==> src/rtl/alu_pkg.sv <==
package alu_pkg;
  typedef enum logic {
    OP_ADD = 1'b0,
    OP_SUB = 1'b1
  } alu_op_e;

  typedef enum logic [1:0] {
    WID_8   = 2'd0,
    WID_16  = 2'd1,
    WID_32  = 2'd2,
    WID_32X = 2'd3
  } alu_width_e;

  typedef struct packed {
    logic c;
    logic n;
    logic z;
  } alu_flags_t;

  // Lane index: the code for 32 bits and the spare code share lane 2.
  function automatic logic [1:0] lane_index(input logic [1:0] wcode);
    return (wcode == WID_32X) ? 2'd2 : wcode;
  endfunction

  // Carry bit to report: a raw carry for ADD, an inverted carry (a borrow) for SUB.
  function automatic logic report_carry(input logic sub, input logic raw_cout);
    return sub ? ~raw_cout : raw_cout;
  endfunction
endpackage

==> src/rtl/alu_lane.sv <==
module alu_lane #(
  parameter int DATA_W = 32,
  parameter int LANE_W = 8
) (
  input  logic [LANE_W-1:0] a_i,
  input  logic [LANE_W-1:0] b_i,
  input  logic              sub_i,
  output logic [DATA_W-1:0] res_o,
  output logic              cout_o,
  output logic              msb_o,
  output logic              zero_o
);
  logic [LANE_W-1:0] b_eff;
  logic [LANE_W:0]   sum;

  assign b_eff  = sub_i ? ~b_i : b_i;
  assign sum    = {1'b0, a_i} + {1'b0, b_eff} + {{LANE_W{1'b0}}, sub_i};
  assign res_o  = DATA_W'(sum[LANE_W-1:0]);
  assign cout_o = sum[LANE_W];
  assign msb_o  = sum[LANE_W-1];
  assign zero_o = (sum[LANE_W-1:0] == '0);
endmodule

==> src/rtl/alu_lane_sel.sv <==
module alu_lane_sel #(
  parameter int DATA_W    = 32,
  parameter int NUM_LANES = 3
) (
  input  logic [NUM_LANES-1:0][DATA_W-1:0] res_i,
  input  logic [NUM_LANES-1:0]             cout_i,
  input  logic [NUM_LANES-1:0]             msb_i,
  input  logic [NUM_LANES-1:0]             zero_i,
  input  logic [1:0]                       idx_i,
  output logic [DATA_W-1:0]                res_o,
  output logic                             cout_o,
  output logic                             msb_o,
  output logic                             zero_o
);
  always_comb begin
    res_o  = res_i[NUM_LANES-1];
    cout_o = cout_i[NUM_LANES-1];
    msb_o  = msb_i[NUM_LANES-1];
    zero_o = zero_i[NUM_LANES-1];
    for (int k = 0; k < NUM_LANES; k++) begin
      if (idx_i == 2'(k)) begin
        res_o  = res_i[k];
        cout_o = cout_i[k];
        msb_o  = msb_i[k];
        zero_o = zero_i[k];
      end
    end
  end
endmodule

==> src/rtl/alu_flag_gen.sv <==
module alu_flag_gen
  import alu_pkg::*;
(
  input  logic       sub_i,
  input  logic       cout_i,
  input  logic       msb_i,
  input  logic       zero_i,
  output alu_flags_t flags_o
);
  always_comb begin
    flags_o.c = report_carry(sub_i, cout_i);
    flags_o.n = msb_i;
    flags_o.z = zero_i;
  end
endmodule

==> src/rtl/alu_width_flags.sv <==
module alu_width_flags
  import alu_pkg::*;
#(
  parameter int DATA_W   = 32,
  parameter int NARROW_W = 8,
  parameter int MID_W    = 16
) (
  input  logic [DATA_W-1:0] a_i,
  input  logic [DATA_W-1:0] b_i,
  input  logic              op_i,
  input  logic [1:0]        width_i,
  output logic [DATA_W-1:0] result_o,
  output logic [2:0]        flags_o
);
  localparam int NUM_LANES = 3;

  function automatic int lane_w(input int g);
    return (g == 0) ? NARROW_W : (g == 1) ? MID_W : DATA_W;
  endfunction

  logic [NUM_LANES-1:0][DATA_W-1:0] lane_res;
  logic [NUM_LANES-1:0]             lane_cout;
  logic [NUM_LANES-1:0]             lane_msb;
  logic [NUM_LANES-1:0]             lane_zero;

  // Named internal events, also visible to the bound checker
  logic [1:0]  sel_idx;
  logic        sel_cout;
  logic        sel_msb;
  logic        sel_zero;
  alu_flags_t  flags_s;

  assign sel_idx = lane_index(width_i);

  for (genvar g = 0; g < NUM_LANES; g++) begin : g_lane
    alu_lane #(.DATA_W(DATA_W), .LANE_W(lane_w(g))) u_lane (
      .a_i   (a_i[lane_w(g)-1:0]),
      .b_i   (b_i[lane_w(g)-1:0]),
      .sub_i (op_i),
      .res_o (lane_res[g]),
      .cout_o(lane_cout[g]),
      .msb_o (lane_msb[g]),
      .zero_o(lane_zero[g])
    );
  end

  alu_lane_sel #(.DATA_W(DATA_W), .NUM_LANES(NUM_LANES)) u_sel (
    .res_i (lane_res),
    .cout_i(lane_cout),
    .msb_i (lane_msb),
    .zero_i(lane_zero),
    .idx_i (sel_idx),
    .res_o (result_o),
    .cout_o(sel_cout),
    .msb_o (sel_msb),
    .zero_o(sel_zero)
  );

  alu_flag_gen u_flags (
    .sub_i  (op_i),
    .cout_i (sel_cout),
    .msb_i  (sel_msb),
    .zero_i (sel_zero),
    .flags_o(flags_s)
  );

  assign flags_o = flags_s;
endmodule

==> config.mk <==
export PLATFORM = sky130hd
export DESIGN_NAME = alu_width_flags
export DESIGN_NICKNAME = d
export VERILOG_FILES = /design/src/rtl/alu_pkg.sv /design/src/rtl/alu_lane.sv /design/src/rtl/alu_lane_sel.sv /design/src/rtl/alu_flag_gen.sv /design/src/rtl/alu_width_flags.sv
export SDC_FILE = /design/constraint.sdc
export NUM_CORES = 1
export LEC_CHECK = 0
export ABC_CLOCK_PERIOD_IN_PS = 10000
export BUFFER_PORTS_ARGS = -buffer_cell sky130_fd_sc_hd__buf_2
export CORE_ASPECT_RATIO = 0.8
export CORE_MARGIN = 4
export CORE_UTILIZATION = 55
export DETAILED_ROUTE_END_ITERATION = 12
export GPL_ROUTABILITY_DRIVEN = 0
export PLACE_DENSITY_LB_ADDON = 0.1
export SYNTH_ARGS = -nofsm -noshare
export SYNTH_HDL_FRONTEND = slang
export SYNTH_SLANG_ARGS = --single-unit
==> constraint.sdc <==
create_clock -name vclk -period 10
set_input_delay 2 -clock vclk [all_inputs]
set_output_delay 2 -clock vclk [all_outputs]
set_load 0.005 [all_outputs]
==> summary.txt <==
Run status
  – Status: complete, no violations

Placement
  – # placed instances: 475
  – Placed Area: 0.002853 mm2
  – Place WS: 1.872 ns
  – Post-DP HPWL: 5700 um
  – IO Port Bufs: 102

Timing
  – Final min period: 8.307 ns
  – Setup tns final: 0 ns
  – Hold Violations, Final: 0
  – Worst setup margin: 1.693 ns
  – Fmax: 120.4 MHz
  – Max-slew headroom: 0.3843
  – Final setup fails: 0
  – Max Slew Vio Count: 0
  – Worst-Margin Slew: 0.9003 ns
  – Period utilisation layout: 0.8307
  – Unrepaired setup endpoints after global routing: no

Detailed routing
  – Routed wire per std cell: 13.80 um
  – Antenna viol nets, final: 0
  – Routed wire length: 6557 um
  – Vias per cell: 5.695
  – Drt first pass iters: 5
  – Via count: 2705
  – First DRT Iteration DRCs: 165
  – Drc violations: 0

Final layout
  – Nets: 525
  – Synthesis-to-finish area growth: 21.93%
  – ANT cells: 0
  – # fillers: 366
  – Layout cell share with drive strength beyond 1: 0.2595
  – Storage cell area: 0 um2
  – Final std cells w/o fill: 475
  – Post-route cell area: 0.002853 mm2
  – Seq Cell Count: 0
  – Clock buffer count in the final layout: 0

Setup path
  – Critical path launch point type: input port
  – Critical path's most frequent cell: buf_2
  – Crit-path leading delay family: compound AO/OA/AOI/OAI gates
  – Critical path class: in2out
  – Critical Path Fanout Max: 20
  – Setup crit end kind: output pin
  – Largest stage delay, worst path: 0.80 ns
  – Critical Path RT: 8.00 ns
  – Cell count along the critical path: 15
  – CP startpoint: op_i
  – Slowest stage cell, crit path: a2111oi_0
  – Critical path buffers and inverters: 3
  – Crit path DAT: 6.31 ns
  – Critical path cell sequence: buf_2 > buf_4 > xor2_1 > ha_1 > a21oi_1 > o211ai_1 > a2111oi_0 > o31ai_1 > xnor2_1 > or3_1 > nor4_1 > nand4b_1 > o41ai_2 > o2111a_1 > buf_2

Global routing
  – Vias in the first global route: 2468
  – Largest net degree at the start of global routing: 23
  – Initial antenna violation count: 0
  – Tot GR Track Use: 0.2433
  – First-pass GRT wire length: 10870 um
  – Global route total overflow: 0

Power and ir drop
  – Pwr/cell area: 99.74 mW/mm2
  – Max VDD drop: 0.05843 mV
  – Sw Share: 0.5645
  – Clock share of power: 0
  – Leak: 1.423 nW
  – Sequential share of power: 0
  – Gate power share: 1.000
  – Pwr Total: 0.2845 mW
  – Psw: 0.1606 mW
  – Total internal power: 0.1239 mW

Yosys
  – Ys Warns: 0
  – Cell taking the most area after synthesis: ha_1
  – Syn_area_per_cell: 7.026 um2
  – Synth Instances: 333
  – Post-synth top cells: xor2_1 (45), ha_1 (34), a21oi_1 (31)
  – Post-synth cell types: 50
  – Post-synth top area share: 0.1818
  – Largest cells by area after synthesis: ha_1 (18%), xor2_1 (17%), xnor2_1 (6.7%), a21oi_1 (6.6%), nand2_1 (4.8%)
  – Most common cell in the netlist: xor2_1
  – Synth Cell Area: 0.002340 mm2
  – Synth Net Count: 436
  – Sequential element share of the synthesized area: 0

Clock tree
  – Post-CTS setup buffer count: 0
  – Total of cells resized after clock tree synthesis: 0
  – CTS hold repair buffers: 0

Run
  – Max_cap viols: 0

Floorplanning
  – Initial core utilization: 0.5918
  – Die X: 80.92 um
  – Die area: 0.005368 mm2
  – # IOs: 102
  – Die height: 66.34 um
  – Std cell rows: 20
  – Core area: 0.003954 mm2

Hold path
  – Hold depth: 3
  – Hold Path Class: in2out
  – HP Start: a_i[0]
## logic make-up after synthesis
kind of cell,share of synthesized area
simple gates,0.2203
mux,0.01444
buf+inv,0.05080
compound gates,0.2797
fa+ha+maj,0.1989
xor+xnor,0.2358
## through the flow
stage	hold slack [ns]	utilization
floorplan	4.058	-
global placement	4.293	0.7215
detailed placement	4.295	0.7215
CTS	4.295	0.7215
global route	4.307	0.7215
finish	4.297	0.7215
## cells in the final DEF, fill, tap and decap left out, drive strengths merged, types with 17 or more instances in the layout
cell,count
nand2,30
nor2,23
xnor2,18
xor2,45
ha,34
o21ai,24
and2,17
a21oi,32
buf,103
## layout make-up
type	count	area, um2	share of cell area
multi-input cells	305	2221	0.7785
inverters	12	45.04	0.01579
repair buffers	103	518.0	0.1816
well taps	55	68.82	0.02412
## power groups by stage
stage	registers, mW	clock network [mW]	logic (mW)
finish	0	0	0.285
global route	0	0	0.318
CTS	0	0	0.282
detailed placement	0	0	0.281
global placement	0	0	0.276
floorplan	0	0	0.195
## metal layers
metal | vias up | GRT usage | share of wire
li1 | 1363 | - | -
met1 | 1207 | 0.3462 | 0.47
met2 | 131 | 0.4170 | 0.44
met3 | 4 | 0.01499 | 0.085
met4 | 0 | 0.01477 | 0.0053
met5 | - | 0 | 0
## path summary, 6_finish.rpt
check                endpoint
setup / recovery   flags_o[0]
hold / removal    result_o[0]
(Power assumes the default switching activity.)
